<file path="config.mk">
export PLATFORM = sky130hd
export DESIGN_NAME = addtree_top
export DESIGN_NICKNAME = d
export VERILOG_FILES = /design/src/rtl/addtree_pkg.sv /design/src/rtl/addtree_sign.sv /design/src/rtl/addtree_phase.sv /design/src/rtl/addtree_level.sv /design/src/rtl/addtree_top.sv
export SDC_FILE = /design/constraint.sdc
export NUM_CORES = 1
export LEC_CHECK = 0
export BUFFER_PORTS_ARGS = -buffer_cell sky130_fd_sc_hd__buf_2
export CAP_MARGIN = 0
export CORE_ASPECT_RATIO = 0.75
export CORE_MARGIN = 2
export CORE_UTILIZATION = 54
export DETAILED_ROUTE_END_ITERATION = 10
export PLACE_DENSITY = 0.87
export SYNTH_ARGS = -nofsm -noshare
export SYNTH_HDL_FRONTEND = slang
export SYNTH_SLANG_ARGS = --single-unit
</file>
<file path="constraint.sdc">
create_clock -name clk -period 8.8 [get_ports clk]
set_clock_uncertainty 0.2 [all_clocks]
set_input_delay 0.88 -clock clk [delete_from_list [all_inputs] [get_ports clk]]
set_output_delay 0.88 -clock clk [all_outputs]
set_load 0.02 [all_outputs]
</file>
<file path="src/rtl/addtree_pkg.sv">
`timescale 1ns/1ps
package addtree_pkg;

  // smallest r with 2**r >= n
  function automatic int ceil_log2(input int n);
    for (int r = 0; r < 32; r++) begin
      if ((1 << r) >= n) return r;
    end
    return 32;
  endfunction

  // number of nodes remaining after k reduction levels
  function automatic int level_count(input int n, input int k);
    return (n + (1 << k) - 1) >> k;
  endfunction

  // neighbouring subtract ports are not permitted
  function automatic bit subs_legal(input logic [63:0] m, input int n);
    for (int i = 1; i < n; i++) begin
      if (m[i] && m[i-1]) return 1'b0;
    end
    return 1'b1;
  endfunction

endpackage

</file>
<file path="src/rtl/addtree_sign.sv">
`timescale 1ns/1ps
module addtree_sign #(
  parameter int          N_OPS    = 5,
  parameter int          OP_W     = 8,
  parameter int          RES_W    = 11,
  parameter logic [63:0] SUB_MASK = 64'h0
) (
  input  logic [N_OPS*OP_W-1:0]  i_ops,
  output logic [N_OPS*RES_W-1:0] o_terms
);

  // widen each operand to result precision before applying its sign,
  // so negating the most negative input cannot wrap
  for (genvar gi = 0; gi < N_OPS; gi++) begin : g_port
    logic signed [RES_W-1:0] widened;
    assign widened = RES_W'($signed(i_ops[gi*OP_W +: OP_W]));
    if (SUB_MASK[gi]) begin : g_sub
      assign o_terms[gi*RES_W +: RES_W] = -widened;
    end else begin : g_add
      assign o_terms[gi*RES_W +: RES_W] = widened;
    end
  end

endmodule

</file>
<file path="src/rtl/addtree_phase.sv">
`timescale 1ns/1ps
module addtree_phase
  import addtree_pkg::*;
#(
  parameter int          PHASE_LEN  = 1,
  parameter logic [31:0] PHASE_MASK = 32'h1
) (
  input  logic clk,
  input  logic clr_n,
  input  logic adv,
  output logic o_load,
  output logic [((PHASE_LEN > 1) ? ceil_log2(PHASE_LEN) : 1)-1:0] o_phase
);

  localparam int PH_W = (PHASE_LEN > 1) ? ceil_log2(PHASE_LEN) : 1;
  localparam logic [PH_W-1:0] LAST = PH_W'(PHASE_LEN - 1);

  // mask reorganised so that entry p is the flag of phase p
  logic [PHASE_LEN-1:0] sel_by_phase;
  for (genvar gp = 0; gp < PHASE_LEN; gp++) begin : g_sel
    assign sel_by_phase[gp] = PHASE_MASK[PHASE_LEN-1-gp];
  end

  logic [PH_W-1:0] phase_q;
  logic            phase_hit;

  always_ff @(posedge clk or negedge clr_n) begin
    if (!clr_n) begin
      phase_q <= '0;
    end else if (adv) begin
      phase_q <= (phase_q == LAST) ? '0 : phase_q + 1'b1;
    end
  end

  assign phase_hit = sel_by_phase[phase_q];
  assign o_load    = adv & phase_hit;
  assign o_phase   = phase_q;

  a_r6_phase_range: assert property (@(posedge clk) disable iff (!clr_n)
    o_phase <= LAST);

  a_r6_phase_wrap: assert property (@(posedge clk) disable iff (!clr_n)
    (adv && o_phase == LAST) |=> o_phase == '0);

  a_r7_phase_hold: assert property (@(posedge clk) disable iff (!clr_n)
    !adv |=> $stable(o_phase));

  a_r6_load_needs_adv: assert property (@(posedge clk) disable iff (!clr_n)
    o_load |-> adv);

endmodule

</file>
<file path="src/rtl/addtree_level.sv">
`timescale 1ns/1ps
module addtree_level #(
  parameter int RES_W  = 11,
  parameter int IN_CNT = 5,
  parameter bit PIPE   = 1'b1
) (
  input  logic                              clk,
  input  logic                              clr_n,
  input  logic                              load,
  input  logic [IN_CNT*RES_W-1:0]           d,
  output logic [((IN_CNT+1)/2)*RES_W-1:0]   q
);

  localparam int OUT_CNT = (IN_CNT + 1) / 2;

  logic [OUT_CNT*RES_W-1:0] pair_sum;

  // pair neighbouring nodes; an odd last node passes through
  for (genvar gj = 0; gj < OUT_CNT; gj++) begin : g_node
    if (2*gj + 1 < IN_CNT) begin : g_add
      assign pair_sum[gj*RES_W +: RES_W] =
        d[(2*gj)*RES_W +: RES_W] + d[(2*gj+1)*RES_W +: RES_W];
    end else begin : g_pass
      assign pair_sum[gj*RES_W +: RES_W] = d[(2*gj)*RES_W +: RES_W];
    end
  end

  if (PIPE) begin : g_reg
    always_ff @(posedge clk or negedge clr_n) begin
      if (!clr_n) begin
        q <= '0;
      end else if (load) begin
        q <= pair_sum;
      end
    end

    a_r5_level_capture: assert property (@(posedge clk) disable iff (!clr_n)
      load |=> q == $past(pair_sum));

    a_r7_level_hold: assert property (@(posedge clk) disable iff (!clr_n)
      !load |=> $stable(q));
  end else begin : g_comb
    assign q = pair_sum;
  end

endmodule

</file>
<file path="src/rtl/addtree_top.sv">
`timescale 1ns/1ps
module addtree_top
  import addtree_pkg::*;
#(
  parameter int          N_OPS      = 5,
  parameter int          OP_W       = 8,
  parameter logic [63:0] SUB_MASK   = 64'h0A,
  parameter bit          PIPE_EN    = 1'b1,
  parameter int          PHASE_LEN  = 1,
  parameter logic [31:0] PHASE_MASK = 32'h1,
  parameter bit          USE_ENA    = 1'b1,
  parameter bit          USE_CLR    = 1'b1
) (
  input  logic                                clk,
  input  logic                                rst_n,
  input  logic                                aclr,
  input  logic                                ena,
  input  logic [N_OPS*OP_W-1:0]               i_ops,
  output logic [OP_W+ceil_log2(N_OPS)-1:0]    o_sum
);

  localparam int DEPTH = ceil_log2(N_OPS);
  localparam int RES_W = OP_W + DEPTH;
  localparam int PH_W  = (PHASE_LEN > 1) ? ceil_log2(PHASE_LEN) : 1;

  // configuration checks at elaboration
  if (N_OPS < 2) begin : g_bad_count
    $error("addtree_top: at least two operands are required");
  end
  if (!subs_legal(SUB_MASK, N_OPS)) begin : g_bad_signs
    $error("addtree_top: neighbouring ports may not both subtract");
  end
  if (PHASE_LEN < 1 || PHASE_LEN > 32) begin : g_bad_phase
    $error("addtree_top: phase mask length must be 1 to 32");
  end

  // control: merged clear and advance strobe
  logic clr_n;
  logic adv;
  logic load;
  logic [PH_W-1:0] phase;

  assign clr_n = rst_n & ~(USE_CLR & aclr);
  assign adv   = USE_ENA ? ena : 1'b1;

  addtree_phase #(
    .PHASE_LEN  (PHASE_LEN),
    .PHASE_MASK (PHASE_MASK)
  ) u_phase (
    .clk     (clk),
    .clr_n   (clr_n),
    .adv     (adv),
    .o_load  (load),
    .o_phase (phase)
  );

  // tree datapath
  logic [N_OPS*RES_W-1:0] stage [DEPTH+1];

  addtree_sign #(
    .N_OPS    (N_OPS),
    .OP_W     (OP_W),
    .RES_W    (RES_W),
    .SUB_MASK (SUB_MASK)
  ) u_sign (
    .i_ops   (i_ops),
    .o_terms (stage[0])
  );

  for (genvar gk = 1; gk <= DEPTH; gk++) begin : g_level
    localparam int IN_CNT  = level_count(N_OPS, gk - 1);
    localparam int OUT_CNT = level_count(N_OPS, gk);

    addtree_level #(
      .RES_W  (RES_W),
      .IN_CNT (IN_CNT),
      .PIPE   (PIPE_EN)
    ) u_lvl (
      .clk   (clk),
      .clr_n (clr_n),
      .load  (load),
      .d     (stage[gk-1][IN_CNT*RES_W-1:0]),
      .q     (stage[gk][OUT_CNT*RES_W-1:0])
    );

    assign stage[gk][N_OPS*RES_W-1:OUT_CNT*RES_W] = '0;
  end

  assign o_sum = stage[DEPTH][RES_W-1:0];

  // straight-line reference sum, one bit wider than the result
  function automatic logic signed [RES_W:0] linear_sum(input logic [N_OPS*OP_W-1:0] v);
    logic signed [RES_W:0] acc;
    acc = '0;
    for (int i = 0; i < N_OPS; i++) begin
      if (SUB_MASK[i]) acc = acc - (RES_W+1)'($signed(v[i*OP_W +: OP_W]));
      else             acc = acc + (RES_W+1)'($signed(v[i*OP_W +: OP_W]));
    end
    return acc;
  endfunction

  logic signed [RES_W:0] ref_wide;
  assign ref_wide = linear_sum(i_ops);

  a_r3_no_overflow: assert property (@(posedge clk) disable iff (!rst_n)
    ref_wide[RES_W] == ref_wide[RES_W-1]);

  if (!PIPE_EN) begin : g_comb_chk
    a_r1_tree_sum: assert property (@(posedge clk) disable iff (!rst_n)
      $signed(o_sum) == ref_wide);
  end else begin : g_pipe_chk
    a_r8_clear_empties: assert property (@(posedge clk) disable iff (!rst_n)
      (USE_CLR && aclr) |-> (o_sum == '0 && phase == '0));
  end

endmodule

</file>
==> Word-level counts from Yosys, hierarchy flattened <==
Index checks and enable logic that the tools add are counted.
{ "totals": {"ff_bits": 61, "in_bits": 44, "output_inout_bits": 11, "elab_cells": 17} }
{ "classes": {"addsub": 7, "n_lt_le_gt_ge": 1, "n_mux": 2, "bitwise": 3} }
{ "ops": {"columns": ["op", "n"], "rows": [
  ["adder 11 bit", 4],
  ["negator 8 -> 11 bit", 2],
  ["bitwise AND 1 bit", 2],
  ["two-way mux 1 bit", 2],
  ["adder 1 bit (second input constant)", 1],
  ["< comparator 1 bit (second input constant)", 1],
  ["inverter 1 bit", 1]
]} }

==> Longest topological paths before layout <==
Gate-level depths: netlist (run 1).
{ "logic_depth": {"depth_word": 3, "mapped_depth": 9, "depth_no_buf": 9} }

==> Modules after synthesis <==
Synthesis (run 1) repeated with hierarchy kept, for this count alone.
{ "unflattened": {"cells_unflattened": 502, "area_unflattened_um2": 5089.9} }
{ "by_module_without_submodules": {"columns": ["module", "instances", "cells_per_inst", "area_each_um2", "seq_area_each_um2"], "rows": [
  ["addtree_level (g_level[1].u_lvl)", 1, 210, 2224.6, 825.8],
  ["addtree_level (g_level[2].u_lvl)", 1, 116, 1347.5, 550.5],
  ["addtree_level (g_level[3].u_lvl)", 1, 95, 945.9, 275.3],
  ["addtree_sign", 1, 77, 539.3, 0.0],
  ["addtree_phase", 1, 3, 18.8, 0.0],
  ["addtree_top", 1, 1, 13.8, 0.0]
]} }

==> Worst setup path after synthesis (run 1) <==
Ideal clock, no wire load.
{ "synth_path": {"kind": "input to register", "start": "input port i_ops[0]", "end": "register g_level[1].u_lvl.q[6]", "setup_ns": 0.125, "arrival_ns": 2.482, "required_ns": 8.475, "path_slack_ns": 5.994, "path_stages": 9, "path_buffers": 0, "path_cell_list": "inv_1 > ha_1 > inv_1 > fa_1 > a21o_1 > a311o_1 > a21oi_2 > xnor2_1 > mux2_2"} }
{ "synth_via": {"elab_chain_cells": 1} }
{ "synth_rtl": {"columns": ["element", "line_no", "text"], "rows": [
  ["from (decl)", "addtree_top.sv:18", "input logic [N_OPS*OP_W-1:0] i_ops,"],
  ["adder 11 bit", "addtree_level.sv:22", "d[(2*gj)*RES_W +: RES_W] + d[(2*gj+1)*RES_W +: RES_W];"],
  ["to (signal assigned)", "addtree_level.sv:33", "q <= pair_sum;"],
  ["to (decl)", "addtree_level.sv:11", "output logic [((IN_CNT+1)/2)*RES_W-1:0] q"]
]} }
No other way between the ends.
A chain may end at the register's enable or synchronous reset.

==> Final worst setup path (run 1) <==
{ "layout_path": {"start": "input port ena", "end": "register g_level[1].u_lvl.q[19]"} }
{ "layout_via": {"elab_chain_cells": 1} }
{ "layout_rtl": {"columns": ["element", "line_no", "text"], "rows": [
  ["from (decl)", "addtree_top.sv:17", "input logic ena,"],
  ["bitwise AND 1 bit", "addtree_phase.sv:36", "assign o_load = adv & phase_hit;"]
]} }
No other way between the ends.

==> qor.txt, run 1 <==
Die H: 76.43 um
drt first pass iters: 5
Final Hold Fails: 0
total global-route track usage: 0.2230
share of cells above drive strength 1: 0.2410
CP startpoint kind: input pin
outcome: completed
RSZ-0062 raised after global routing: no
PostCTS Resize Cnt: 0
Mean Syn Cell Area: 9.914 sq um
die width: 100.6 um
area share of the largest cell type after synthesis: 0.3975
Worst Path Arrival: 2840 ps
vias in the first global route: 2947
final setup margin: 5985 ps
DP Wirelength: 5.795 mm
number of synthesized flops with an enable pin: 0
nets@finish: 523
post-synthesis cell type count: 35
Setup crit end kind: flip-flop
largest net degree at the start of global routing: 61
total CTS buffers: 9
DRT Wirelength: 7.968 mm
period utilization: 0.3199
Std-Cell Rows: 26
worst-path fanout max: 55
worst slew pin tran: 753.6 ps
gr ovfl total: 0
asr flop ratio synth: 1.000
sequential area share after synthesis: 0.3975
Worst VDD drop: 0.0001089 V
global-route wire length before repair: 13.61 mm
MaxCap Viol Count: 0
Root Buffer: clkbuf_8
antenna violations before repair: 0
initial DRC count: 208
pwr/cell area: 263.2 nW/um^2
Worst-path clk slew: 70 ps
crit path time final: 2815 ps
post-synth top area cell: dfrtp_1
Largest Register: g_level.u_lvl.q
TritonCTS clock tree: built
crit path kind: in2reg
wire length per cell: 15.09 um
biggest regs: g_level.u_lvl.q x60
Top FF cell, synth: dfrtp_1
worst hold path class: reg2reg
clock latency on the worst-skew pair: 340 ps
antenna fix cells: 0
remaining routing DRC violations: 0
GPL Wtd Cong: 0.8667
CTS Buffer Depth: 2
drt via density: 5.847
Hold-fix buffers, CTS: 0
worst rel slew slack: 0.4976
max reg flops: 60
synth top area cells: dfrtp_1, ha_1, mux2_2
Die ar.: 7687 sq um
postcts setup bufs: 0
count leader, synth: dfrtp_1
synth warn: 0
Setup TNS: 0 ps
Synth Instances: 381
area delta synth->final: 14.81%
fmax: 355.3 MHz
starting density of the core: 0.5556
Pins Over Slew Limit: 0
H-tree depth: 3
P_leak: 0.002087 uW
via count: 3087
Buffers on Ports: 54
Post-Place Worst Slack: 5647 ps
CP required: 8830 ps
Commonest cells post-synth: dfrtp_1, o21ai_0, ha_1
CTS Sinks: 60
post-synthesis register bit count: 60
Antenna Nets Post-Route: 0
Ports: 55
post-synth net total: 465
Mapped Area: 3777 sq um
final setup fails: 0
Core Area: 6799 sq um
[metrics by stage]
stage	util	hold WS, ps	std cells	power, uW	cell area, sq um
after floorplan	-	249.2	381	766.1	3777
after global placement	0.6097	274.7	512	866.7	4145
after detailed placement	0.6097	279.4	512	892.5	4145
after CTS	0.6378	303.3	528	1143	4337
after global routing	0.6378	315.0	528	1221	4337
final	0.6378	295.7	528	1141	4337
[cell usage in the layout, fill, tap and decap left out, types with 4 or more instances in the layout]
cell type	Yosys	final
xnor2_1	14	14
nand2b_1	4	4
a31oi_1	4	4
a21o_1	10	10
nand4b_1	4	4
dfrtp_1	60	60
o311ai_0	4	4
a211oi_1	9	9
o21ai_0	38	38
a21oi_1	26	26
inv_1	31	31
clkbuf_8	0	9
nor2_1	29	29
mux2_2	30	30
nor3b_1	6	6
fa_1	4	4
ha_1	36	36
o21a_1	5	5
o31ai_1	6	6
buf_2	0	54
nand2_1	21	21
o31a_1	5	5
[worst max-delay path, cell delays in order]
cell	delay [ps]
buf_2	80
buf_4	500
inv_1	450
buf_4	340
a21oi_1	240
nand2_1	90
a21oi_1	180
nor2_1	80
[where the power goes]
part	total [uW]	leakage, uW	switching [uW]	internal (uW)
logic	499	0.00126	274	225
registers	398	0.000740	46.0	352
clock network	244	0.0000910	115	129
total	1140	0.00209	435	706
[cells by family (layout without fill, tap and decap cells)]
family          after synthesis  after routing  synth area share
buf+inv                      41            104           0.04074
simple gates                 81             81            0.1093
compound gates              114            114            0.1875
flops                        60             60            0.3975
xor+xnor                     14             14           0.03246
fa+ha+maj                    40             40            0.1404
mux                          31             31           0.09208
[layer usage]
metal,global-route usage,wire length [um],up-vias
met3,0.05872,449,12
met5,0,0,-
met1,0.2977,3595,1493
met2,0.3651,3841,99
met4,0.04932,82,0
li1,-,-,1483
[layout make-up]
type	count	area (sq um)
fill	549	2462
multi-input combinational	280	2130
sequential	60	1501
timing repair buffer	57	292.8
clock buffer	9	123.9
inverter	31	116.4
tap	84	105.1
clock inverter	7	67.56
[worst paths after layout]
kind | from | end | slack [ps] | cells after the start
worst max-delay path | ena | g_level[1].u_lvl.q[19]$_DFFE_PN0P_ | 5990 | 8
worst min-delay path | g_level[3].u_lvl.q[9]$_DFFE_PN0P_ | g_level[3].u_lvl.q[9]$_DFFE_PN0P_ | 300 | 2
worst max register to register | g_level[2].u_lvl.q[0]$_DFFE_PN0P_ | g_level[3].u_lvl.q[10]$_DFFE_PN0P_ | 6330 | 8
worst min register to register | g_level[3].u_lvl.q[9]$_DFFE_PN0P_ | g_level[3].u_lvl.q[9]$_DFFE_PN0P_ | 300 | 2
max in group asynchronous | aclr | g_level[1].u_lvl.q[5]$_DFFE_PN0P_ | 7280 | 3
min in group asynchronous | rst_n | g_level[2].u_lvl.q[18]$_DFFE_PN0P_ | 620 | 3
Power figures use the tool's default switching activity.
==> run 2: changes to the inputs <==
Settings changed: CORE_UTILIZATION 54 to 52, PLACE_DENSITY 0.87 to 0.88.
Clock period 8.8 ns to 2.3 ns, I/O delays scaled along.
==> run 2 against run 1 <==
Effect of this change:
- sequential share of layout area shrank 2.0 points
- utilization increased by 2.6 points
- clock power grew to 3.9 times the previous value
- setup slack worse by 6000 ps
- hold slack lost 290 ps
- non-clock buffer count up 22
- the run now ends with negative setup slack left
- largest power group unchanged
- global-route usage up 0.97 points
- count of clock-buffer cells in the layout up 1
- die area rose by 3.7%
- sequential cell count is the same
- via count grew 3.4%
- final area is 6.1% higher
==> qor.txt, run 2 (synthesis results as in run 1) <==
Net Sw Frac: 0.3780 (was 0.3810)
wire length per cell: 15.10 um (was 15.09 um)
share of cells above drive strength 1: 0.2682 (was 0.2410)
Comb power frac: 0.452 (was 0.438)
worst rel slew slack: 0.3917 (was 0.4976)
worst hold path class: in2reg (was reg2reg)
Setup TNS: -39.68 ps (was 0 ps)
Switch Pwr: 1715 uW (was 434.8 uW)
MaxCap Viol Count: 0 (unchanged)
Die ar.: 7969 sq um (was 7687 sq um)
largest net degree at the start of global routing: 55 (was 61)
starting density of the core: 0.5451 (was 0.5556)
GPL Wtd Cong: 0.8766 (was 0.8667)
Clock power frac: 0.211 (was 0.214)
total global-route track usage: 0.2327 (was 0.2230)
DP Wirelength: 6.197 mm (was 5.795 mm)
drt first pass iters: 5 (unchanged)
antenna violations before repair: 0 (unchanged)
Worst Path Arrival: 2400 ps (was 2840 ps)
H-tree depth: 3 (unchanged)
CTS Sinks: 60 (unchanged)
outcome: complete, but fails checks (was completed)
pwr/cell area: 986.2 nW/um^2 (was 263.2 nW/um^2)
worst slew pin tran: 909.5 ps (was 753.6 ps)
commonest non-fill, non-tap cell in the layout: dfrtp_1 (unchanged)
violated checks: negative setup slack
die width: 102.4 um (was 100.6 um)
TritonCTS clock tree: built (unchanged)
CP startpoint kind: flip-flop (was input pin)
fmax: 427.4 MHz
nets@finish: 545 (was 523)
RSZ-0062 raised after global routing: yes (was no)
area delta synth->final: 21.83% (was 14.81%)
CTS Buffer Depth: 2 (unchanged)
GRT met3 Usage: 0.08739 (was 0.05872)
global-route wire length before repair: 14.28 mm (was 13.61 mm)
GRT Max-Usage Layer: met2 (unchanged)
Setup crit end kind: flip-flop (unchanged)
GR Util met2: 0.3757 (was 0.3651)
final setup margin: -39.68 ps (was 5985 ps)
Antenna Nets Post-Route: 0 (unchanged)
Tot Pwr: 4538 uW (was 1141 uW)
crit path time final: 2340 ps
P_leak: 0.002197 uW (was 0.002087 uW)
Ports: 55 (unchanged)
Die H: 77.81 um (was 76.43 um)
GRT met1 Usage: 0.2897 (was 0.2977)
gr ovfl total: 0 (unchanged)
Buffers on Ports: 54 (unchanged)
CP required: 2360 ps (was 8830 ps)
crit path kind: reg2reg (was in2reg)
biggest regs: g_level.u_lvl.q x60 (unchanged)
Largest Register: g_level.u_lvl.q (unchanged)
worst-path fanout max: 3 (was 55)
Worst VDD drop: 0.0004178 V (was 0.0001089 V)
drt via density: 5.661 (was 5.847)
vias in the first global route: 3122 (was 2947)
total CTS buffers: 9 (unchanged)
Final Hold Fails: 0 (unchanged)
initial DRC count: 245 (was 208)
via count: 3193 (was 3087)
most frequent cells in the layout: dfrtp_1, buf_2, o21ai_0, ha_1, mux2_2 (was dfrtp_1, buf_2, o21ai_0)
Worst-path clk slew: 70 ps (about the same)
period utilization: 1.017
Core Area: 6929 sq um (was 6799 sq um)
antenna fix cells: 0 (unchanged)
final setup fails: 1 (was 0)
clock latency on the worst-skew pair: 350 ps (was 340 ps)
Root Buffer: clkbuf_8 (unchanged)
Std-Cell Rows: 26 (unchanged)
DRT Wirelength: 8.517 mm (was 7.968 mm)
sequential share of power: 0.337 (was 0.349)
remaining routing DRC violations: 0 (unchanged)
internal power: 2823 uW (was 706.4 uW)
Pins Over Slew Limit: 0 (unchanged)
max reg flops: 60 (unchanged)
[run 2: stage by stage]
stage               setup WS [ps]  utilization  hold WS [ps]  cells  cell area, sq um
floorplan                   117.7            -         181.7    381              3785
global placement           -33.40       0.6112         195.0    534              4235
detailed placement         -118.9       0.6112         195.9    534              4235
CTS                        -32.12       0.6598         3.083    562              4572
global route               -71.03       0.6641        0.5731    564              4602
finish                     -39.68       0.6641         7.161    564              4602
[run 2: layer usage]
layer	vias up	share of wire
met4	0	0.026
met5	-	0
li1	1531	-
met3	27	0.055
met2	113	0.48
met1	1522	0.44
[run 2: worst paths after layout]
check / startpoint / end / slack [ps] / cells after the start
max in group asynchronous: aclr / g_level[1].u_lvl.q[13]$_DFFE_PN0P_ / 250 / 4
setup / recovery: g_level[1].u_lvl.q[0]$_DFFE_PN0P_ / g_level[2].u_lvl.q[10]$_DFFE_PN0P_ / -40 / 8
setup reg to reg: g_level[1].u_lvl.q[0]$_DFFE_PN0P_ / g_level[2].u_lvl.q[10]$_DFFE_PN0P_ / -40 / 8
min in group asynchronous: rst_n / g_level[2].u_lvl.q[9]$_DFFE_PN0P_ / 320 / 4
hold / removal: i_ops[8] / g_level[1].u_lvl.q[0]$_DFFE_PN0P_ / 7 / 3
hold reg to reg: g_level[3].u_lvl.q[4]$_DFFE_PN0P_ / g_level[3].u_lvl.q[4]$_DFFE_PN0P_ / 290 / 1
[run 2: repair_timing]
item	in CTS	in global routing
setup buffers	0	2
gates resized for setup	6	7
pin swaps	3	3
endpoints found under the setup margin	3	9
hold endpoints to repair	29	0
hold buffers	12	0
[run 2: cell type report]
class	count	area [sq um]
Multi-Input combinational cell	280	2160
Inverter	31	116.4
Clock buffer	10	137.6
Sequential cell	60	1501
Timing Repair Buffer	79	500.5
Clock inverter	6	63.81
Tap cell	98	122.6
Fill cell	530	2327
[run 2: critical path, stage by stage, from the launching register on]
cell and delay [ps]:
dfrtp_1 410, ha_4 190, inv_2 50, fa_2 230
nor2b_4 50, o31a_1 280, o31a_1 260, or3_1 360
a31oi_1 220
[run 2: power by group through the flow]
| stage | clock network (uW) | registers, uW | logic (uW) |
|---|---|---|---|
| after floorplan | 0 | 1620 | 1320 |
| after global placement | 0 | 1530 | 1830 |
| after detailed placement | 0 | 1540 | 1930 |
| after CTS | 973 | 1530 | 2000 |
| after global routing | 1030 | 1560 | 2270 |
| final | 959 | 1530 | 2050 |
